$ cat config.mk
export PLATFORM = sky130hd
export DESIGN_NAME = irq_mask_ctrl
export DESIGN_NICKNAME = d
export VERILOG_FILES = /design/src/rtl/irq_mask_pkg.sv /design/src/rtl/irq_edge_sync.sv /design/src/rtl/irq_latch_bank.sv /design/src/rtl/irq_reg_if.sv /design/src/rtl/irq_mask_ctrl.sv
export SDC_FILE = /design/constraint.sdc
export NUM_CORES = 1
export LEC_CHECK = 0
export BUFFER_PORTS_ARGS = -buffer_cell sky130_fd_sc_hd__buf_4
export CORE_ASPECT_RATIO = 1.5
export CORE_UTILIZATION = 25
export CTS_CLUSTER_DIAMETER = 80
export DETAILED_ROUTE_END_ITERATION = 16
export PLACE_DENSITY = 0.47
export SLEW_MARGIN = 0
export SYNTH_ARGS = -nofsm -noshare
export SYNTH_HDL_FRONTEND = slang
export SYNTH_SLANG_ARGS = --single-unit
$ cat constraint.sdc
create_clock -name clk_i -period 1.7 [get_ports clk_i]
set_clock_uncertainty 0.2 [all_clocks]
set_input_delay 0.17 -clock clk_i [delete_from_list [all_inputs] [get_ports clk_i]]
set_output_delay 0.17 -clock clk_i [all_outputs]
set_load 0.03 [all_outputs]
$ cat src/rtl/irq_mask_pkg.sv
package irq_mask_pkg;

    localparam int BYTE_W       = 8;
    localparam int ADDR_W       = 8;
    localparam int SRC_MAX      = 7;
    localparam int STAT_PEND_B  = 2;

    localparam logic [ADDR_W-1:0] OFS_PEND = 8'h82;
    localparam logic [ADDR_W-1:0] OFS_MASK = 8'h83;

    typedef enum logic [1:0] {
        SEL_NONE = 2'd0,
        SEL_PEND = 2'd1,
        SEL_MASK = 2'd2
    } reg_sel_e;

    typedef struct packed {
        logic              wr;
        logic              rd;
        logic [ADDR_W-1:0] addr;
        logic [BYTE_W-1:0] wdata;
    } bus_req_t;

    function automatic reg_sel_e decode_ofs(input logic [ADDR_W-1:0] a);
        if (a == OFS_PEND)      return SEL_PEND;
        else if (a == OFS_MASK) return SEL_MASK;
        else                    return SEL_NONE;
    endfunction

endpackage

$ cat src/rtl/irq_edge_sync.sv
module irq_edge_sync #(
    parameter int N_SRC  = 7,
    parameter int STAGES = 2
) (
    input  logic             clk_i,
    input  logic             rst_i,
    input  logic [N_SRC-1:0] req_i,
    output logic [N_SRC-1:0] edge_o
);

    for (genvar g = 0; g < N_SRC; g++) begin : g_line
        logic [STAGES-1:0] sh_q;
        logic              prev_q;

        always_ff @(posedge clk_i) begin
            if (rst_i) begin
                sh_q   <= '0;
                prev_q <= 1'b0;
            end else begin
                sh_q   <= {sh_q[STAGES-2:0], req_i[g]};
                prev_q <= sh_q[STAGES-1];
            end
        end

        assign edge_o[g] = sh_q[STAGES-1] & ~prev_q;
    end

endmodule

$ cat src/rtl/irq_latch_bank.sv
module irq_latch_bank #(
    parameter int N_SRC = 7
) (
    input  logic             clk_i,
    input  logic             rst_i,
    input  logic             soft_rst_i,
    input  logic [N_SRC-1:0] edge_i,
    input  logic [N_SRC-1:0] clr_i,
    output logic [N_SRC-1:0] latch_o
);

    logic [N_SRC-1:0] latch_q;

    always_ff @(posedge clk_i) begin
        if (rst_i || soft_rst_i) latch_q <= '0;
        else                     latch_q <= (latch_q & ~clr_i) | edge_i;
    end

    assign latch_o = latch_q;


    rst_clears_latch_chk: assert property (@(posedge clk_i)
        rst_i |=> (latch_q == '0));


    soft_clears_latch_chk: assert property (@(posedge clk_i) disable iff (rst_i)
        soft_rst_i |=> (latch_q == '0));


    edge_sets_latch_chk: assert property (@(posedge clk_i) disable iff (rst_i)
        (!soft_rst_i && edge_i != '0) |=> ((latch_q & $past(edge_i)) == $past(edge_i)));


    clear_no_edge_chk: assert property (@(posedge clk_i) disable iff (rst_i)
        (clr_i != '0) |=> ((latch_q & $past(clr_i & ~edge_i)) == '0));


    rise_needs_edge_chk: assert property (@(posedge clk_i) disable iff (rst_i)
        1'b1 |=> ((latch_q & ~$past(latch_q) & ~$past(edge_i)) == '0));

endmodule

$ cat src/rtl/irq_reg_if.sv
module irq_reg_if
    import irq_mask_pkg::*;
#(
    parameter int N_SRC = 7
) (
    input  logic              clk_i,
    input  logic              rst_i,
    input  logic              soft_rst_i,
    input  bus_req_t          bus_i,
    input  logic [N_SRC-1:0]  latch_i,
    output logic [N_SRC-1:0]  clr_o,
    output logic [N_SRC-1:0]  pend_o,
    output logic [BYTE_W-1:0] rdata_o
);

    reg_sel_e          sel;
    logic [BYTE_W-1:0] mask_q;
    logic [BYTE_W-1:0] pend_byte;
    logic              mask_wr;

    assign sel     = decode_ofs(bus_i.addr);
    assign mask_wr = bus_i.wr && (sel == SEL_MASK);

    always_ff @(posedge clk_i) begin
        if (rst_i || soft_rst_i) mask_q <= '0;
        else if (mask_wr)        mask_q <= bus_i.wdata;
    end

    assign pend_o = latch_i & mask_q[N_SRC-1:0];
    assign clr_o  = (bus_i.wr && sel == SEL_PEND) ? bus_i.wdata[N_SRC-1:0] : '0;

    always_comb begin
        pend_byte            = '0;
        pend_byte[N_SRC-1:0] = pend_o;
    end

    always_comb begin
        rdata_o = '0;
        if (bus_i.rd) begin
            case (sel)
                SEL_PEND: rdata_o = pend_byte;
                SEL_MASK: rdata_o = mask_q;
                default:  rdata_o = '0;
            endcase
        end
    end


    rst_closes_mask_chk: assert property (@(posedge clk_i)
        rst_i |=> (mask_q == '0));


    soft_closes_mask_chk: assert property (@(posedge clk_i) disable iff (rst_i)
        soft_rst_i |=> (mask_q == '0));


    mask_hold_chk: assert property (@(posedge clk_i) disable iff (rst_i)
        (!soft_rst_i && !(bus_i.wr && bus_i.addr == OFS_MASK)) |=> $stable(mask_q));


    mask_load_chk: assert property (@(posedge clk_i) disable iff (rst_i)
        (!soft_rst_i && bus_i.wr && bus_i.addr == OFS_MASK) |=> (mask_q == $past(bus_i.wdata)));


    idle_read_zero_chk: assert property (@(posedge clk_i) disable iff (rst_i)
        (!bus_i.rd || (bus_i.addr != OFS_PEND && bus_i.addr != OFS_MASK)) |-> (rdata_o == '0));

endmodule

$ cat src/rtl/irq_mask_ctrl.sv
module irq_mask_ctrl
    import irq_mask_pkg::*;
#(
    parameter int N_SRC       = SRC_MAX,
    parameter int SYNC_STAGES = 2
) (
    input  logic              clk_i,
    input  logic              rst_i,
    input  logic              soft_rst_i,
    input  logic [N_SRC-1:0]  irq_req_i,
    input  logic [ADDR_W-1:0] bus_addr_i,
    input  logic              bus_wr_i,
    input  logic              bus_rd_i,
    input  logic [BYTE_W-1:0] bus_wdata_i,
    output logic [BYTE_W-1:0] bus_rdata_o,
    output logic              irq_o,
    output logic [BYTE_W-1:0] status_bits_o
);

    bus_req_t         bus;
    logic [N_SRC-1:0] edge_w;
    logic [N_SRC-1:0] clr_w;
    logic [N_SRC-1:0] latch_w;
    logic [N_SRC-1:0] pend_w;

    assign bus.wr    = bus_wr_i;
    assign bus.rd    = bus_rd_i;
    assign bus.addr  = bus_addr_i;
    assign bus.wdata = bus_wdata_i;

    irq_edge_sync #(.N_SRC(N_SRC), .STAGES(SYNC_STAGES)) u_sync (
        .clk_i  (clk_i),
        .rst_i  (rst_i),
        .req_i  (irq_req_i),
        .edge_o (edge_w)
    );

    irq_latch_bank #(.N_SRC(N_SRC)) u_latch (
        .clk_i      (clk_i),
        .rst_i      (rst_i),
        .soft_rst_i (soft_rst_i),
        .edge_i     (edge_w),
        .clr_i      (clr_w),
        .latch_o    (latch_w)
    );

    irq_reg_if #(.N_SRC(N_SRC)) u_regs (
        .clk_i      (clk_i),
        .rst_i      (rst_i),
        .soft_rst_i (soft_rst_i),
        .bus_i      (bus),
        .latch_i    (latch_w),
        .clr_o      (clr_w),
        .pend_o     (pend_w),
        .rdata_o    (bus_rdata_o)
    );

    always_comb begin
        irq_o                      = |pend_w;
        status_bits_o              = '0;
        status_bits_o[STAT_PEND_B] = irq_o;
    end


    irq_needs_latch_chk: assert property (@(posedge clk_i) disable iff (rst_i)
        irq_o |-> (latch_w != '0));

endmodule

Yosys cells after proc, flatten, opt, wreduce, memory -nomap -nowiden
Cells that the tools add are included.
W data, S select, Z words.
{"block": "totals", "reg_bits": 36, "inputBits": 28, "out_inout_bits": 17}
{"block": "classes", "n_eq_ne": 4, "mux": 5, "n_bitwise": 18, "reduce_logical": 4}
{"cell": "$eq A8 B8 Y1 const B", "n": 2}
{"cell": "$pmux W8 S2", "n": 1}
{"cell": "$and A7 B7 Y7", "n": 2}
{"cell": "$mux W8", "n": 1}
{"cell": "$and A1 B1 Y1", "n": 7}
{"cell": "$mux W7", "n": 1}
{"cell": "$not A1 Y1", "n": 7}
{"cell": "$not A7 Y7", "n": 1}
{"cell": "$or A7 B7 Y7", "n": 1}
{"cell": "$reduce_or A7 Y1", "n": 1}
{"cell": "$mux W2", "n": 2}
{"cell": "$eq A2 B1 Y1 const B", "n": 1}
{"cell": "$eq A2 B2 Y1 const B", "n": 1}
{"cell": "$logic_and A1 B1 Y1", "n": 2}
{"cell": "$logic_or A1 B1 Y1", "n": 1}

Longest topological paths before layout
{"block": "logic_depth", "depth_word": 9, "ltp_mapped": 5, "depth_no_buf": 3}

Hierarchy
From an unflattened synthesis, not the netlist that was laid out.
{"block": "hier_totals", "hier_cells": 167, "hier_area_um2": 1577.8}
{"mod": "irq_edge_sync", "instances": 1, "cells_per_inst": 51, "area_per_inst_um2": 668.1}
{"mod": "irq_reg_if", "instances": 1, "cells_per_inst": 74, "area_per_inst_um2": 541.8}
{"mod": "irq_latch_bank", "instances": 1, "cells_per_inst": 30, "area_per_inst_um2": 289.0}
{"mod": "irq_mask_ctrl", "instances": 1, "cells_per_inst": 12, "area_per_inst_um2": 78.8}

Worst setup path after synthesis
No wires, ideal clock.
{"block": "synth_timing", "kind": "input port to output port", "start": "input bus_addr_i[6]", "end": "output bus_rdata_o[0]", "arrival_time_ns": 1.554, "required_time_ns": 1.330, "path_slack_ns": -0.224, "path_stages": 3, "path_buffers": 0, "path_cell_list": "nor4b_2 nand4_1 nor2_1"}
{"block": "synth_between", "elab_chain_cells": 6}
{"item": "from (decl)", "line_no": "irq_mask_ctrl.sv:11", "source": "input logic [ADDR_W-1:0] bus_addr_i,"}
{"item": "$eq A8 B8 Y1", "line_no": "irq_mask_pkg.sv:26", "source": "else if (a == OFS_MASK) return SEL_MASK;"}
{"item": "$mux W2", "line_no": "irq_mask_pkg.sv:26"}
{"item": "$mux W2 *", "line_no": "irq_mask_pkg.sv:25", "source": "if (a == OFS_PEND) return SEL_PEND;"}
{"item": "$eq A2 B2 Y1 or $eq A2 B1 Y1 (tied branches)", "line_no": "irq_reg_if.sv:40", "source": "case (sel)"}
{"item": "$pmux W8 S2 *", "line_no": "irq_reg_if.sv:40"}
{"item": "$mux W8 *", "line_no": "irq_reg_if.sv:39", "source": "if (bus_i.rd) begin"}
{"item": "to (decl)", "line_no": "irq_mask_ctrl.sv:15", "source": "output logic [BYTE_W-1:0] bus_rdata_o,"}
Mark *: on every way between the ends. The rest lies on a longest branch, timed or not.

Worst setup path after layout
{"block": "layout_timing", "start": "register u_regs.mask_q[2]", "end": "output irq_o"}
{"block": "layout_between", "elab_chain_cells": 2}
{"item": "from (decl)", "line_no": "irq_reg_if.sv:17", "source": "logic [BYTE_W-1:0] mask_q;"}
{"item": "from (signal assigned)", "line_no": "irq_reg_if.sv:26", "source": "else if (mask_wr) mask_q <= bus_i.wdata;"}
{"item": "$and A7 B7 Y7", "line_no": "irq_reg_if.sv:29", "source": "assign pend_o = latch_i & mask_q[N_SRC-1:0];"}
{"item": "$reduce_or A7 Y1", "line_no": "irq_mask_ctrl.sv:59", "source": "irq_o = |pend_w;"}
{"item": "to (decl)", "line_no": "irq_mask_ctrl.sv:16", "source": "output logic irq_o,"}
Every way passes these cells.

==> reports/metrics.csv <==
metric,value,unit
cts_made_buffers,5,
clk_latency,280,ps
vdd_drop_max,366.2,uV
p_seq_share,51.6,%
status,finished with violations,
num_rows,33,
synthesis.instances,156,
core,5533,sq um
dr.pass1.iters,4,
cp_num_buf_inv,1,
cts.sinks,36,
ant_nets,0,
htree_levels,2,
syn_avg_cell_area,9.352,sq um
crit_type,flop to output port,
netlist_area,1459,sq um
clockBufferDepth,2,
routabilityCongestion,0.7281,
leakage,0.8082,nW
mostFrequentLayoutCells,"36 x dfxtp_1, 34 x buf_4, 21 x nor2b_1, 15 x a21oi_1, 15 x dlygate4sd3_1",
drv_cap,0,
crit_family,compound AO/OA/AOI/OAI gates,
crit_path_end_kind,output port,
critPathLaunchType,flop,
wirelength,3390,um
ys_seq_area_share,49.40,%
crit_fanout,3,
ys_warn_count,0,
cts_tree,done,
dieArea,6152,sq um
p_clk_share,37.8,%
initial_utilization,26.37,%
period_share,107.5,%
p_per_area,790.0,nW/um^2
p_switching,0.3756,mW
fmax,547.2,MHz
clk_pin_slew,70,ps
p_int,1.320,mW
cts_root_buf,clkbuf_8,
netlist-cell-type-count,26,
drc,0,
dp_hpwl,2228,um
grt_max_degree,25,
layout-drive-gt1-share,30.00,%
mostFrequentLayoutCell,dfxtp_1,
critPathSlowestCell,a222oi_1,
place_area,1804,sq um
fin_crit,1827,ps
grt_pass1_wl,5471,um
via_per_inst,4.443,
cp.required,1330,ps
n_antenna_cell,0,
fp.dieH,95.56,um
port_buffers,37,
post_drt_wl_per_cell,12.11,um
vias,1244,
drt_iter0_drc,79,
pwr-share-comb,10.6,%
grt_pass1_vias,1181,
switching_share,22.16,%
arrival,1460,ps
hold_class,input port to flop,
finalSetupViolations,2,
grt_use_total,11.82,%
antenna_found_initial,0,
max_stage_delay,430,ps
timing_hold_violations_final,0,
grt_overflow,0,
grt_setup_unrepaired,true,
pre_cts_ws,-89.50,ps
nets,238,
fp.dieW,64.38,um
violations,negative setup slack,
slew_viol_final,0,
ios,45,
cp_cell_sequence,a222oi_1 > nand3_1 > buf_4,
yosys_register_bits,36,
area_growth,47.08,%
fin_area,2146,sq um
worst_slack,-127.4,ps
-- through the flow --
stage	total power [mW]	hold WS [ps]	std cells	utilization, %	TNS [ps]
2_1_floorplan	0.9824	41.61	162	-	-528.0
3_3_place_gp	1.043	181.1	258	32.61	-281.8
3_5_place_dp	1.046	184.1	258	32.61	-350.5
4_1_cts	1.722	23.88	280	37.06	-373.9
5_1_grt	1.782	32.00	280	38.78	-431.8
6_report	1.695	14.75	280	38.78	-254.1
-- cells in the mapped netlist (all sizes together) --
master | number | area [sq um]
clkbuf | 8 | 31.28
a21oi | 15 | 75.07
nand4bb | 1 | 11.26
o31ai | 8 | 60.06
nand4 | 9 | 56.30
or2 | 1 | 6.260
dfxtp | 36 | 720.7
o21ai | 7 | 35.03
nand2 | 1 | 3.750
nand3 | 1 | 5.000
nor2b | 21 | 131.4
nor4b | 1 | 15.01
a22oi | 2 | 15.01
nor4bb | 1 | 10.01
buf | 10 | 75.07
a222oi | 1 | 10.01
nand2b | 7 | 43.79
or4b | 1 | 10.01
nor2 | 9 | 33.78
o41ai | 7 | 76.32
inv | 8 | 30.03
conb | 1 | 3.750
-- layout make-up --
type | count | area, sq um
fill | 577 | 3387
sequential | 36 | 720.7
multi-input combinational | 100 | 693.2
timing repair buffer | 59 | 518.0
clock buffer | 7 | 96.34
tap | 70 | 87.58
inverter | 8 | 30.03
-- metal layers --
layer | wire length [um] | vias up | part of all wire (%) | global-route usage [%]
li1 | - | 635 | - | -
met1 | 1510 | 563 | 45 | 14.12
met2 | 1680 | 40 | 50 | 19.65
met3 | 139 | 6 | 4.1 | 3.349
met4 | 59 | 0 | 1.7 | 5.000
met5 | 0 | - | 0 | 0
-- worst reg2reg max path: cells and delay by family, from the launching register on --
family,cells,cell delay (ps)
compound gates,2,240
flops,1,360
-- timing repair --
item | 4_1_cts | 5_1_grt
resized for setup | 0 | 25
hold buffers | 15 | 0
hold endpoints to repair | 15 | 0
pin swaps | 2 | 9
setup endpoints to repair | 2 | 10
setup buffers | 0 | 0
-- state kept, by name, indices dropped and copies added, names as in the netlist --
name                  flops
u_sync.g_line.sh_q       14
u_sync.g_line.prev_q      7
u_regs.mask_q             8
u_latch.latch_o           7
-- power by group through the flow --
stage / combinational [mW] / clock, mW / sequential (mW)
finish: 0.179 / 0.641 / 0.875
global route: 0.197 / 0.709 / 0.877
CTS: 0.179 / 0.668 / 0.875
detailed placement: 0.152 / 0 / 0.894
global placement: 0.150 / 0 / 0.894
floorplan: 0.0907 / 0 / 0.892
-- final timing paths --
path / startpoint / endpoint / slack (ps) / cells after the start
max: u_regs.mask_q[2] / irq_o / -130 / 3
min: rst_i / u_sync.g_line[2].prev_q / 10 / 2
max reg2reg: u_regs.mask_q[6] / u_regs.mask_q[6] / 830 / 2
min reg2reg: u_sync.g_line[1].sh_q[0] / u_sync.g_line[1].sh_q[1] / 240 / 1
-- kinds of logic (layout without fill, tap and decap cells) --
group / count (synthesis) / after routing / synth area share, %
AND/OR/NAND/NOR: 53 / 53 / 22.38
AO/OA/AOI/OAI: 40 / 40 / 18.61
flip-flops: 36 / 36 / 49.40
buffers and inverters: 26 / 74 / 9.348
other: 1 / 7 / 0.2570
No activity file was read; power rests on OpenSTA's default activity.
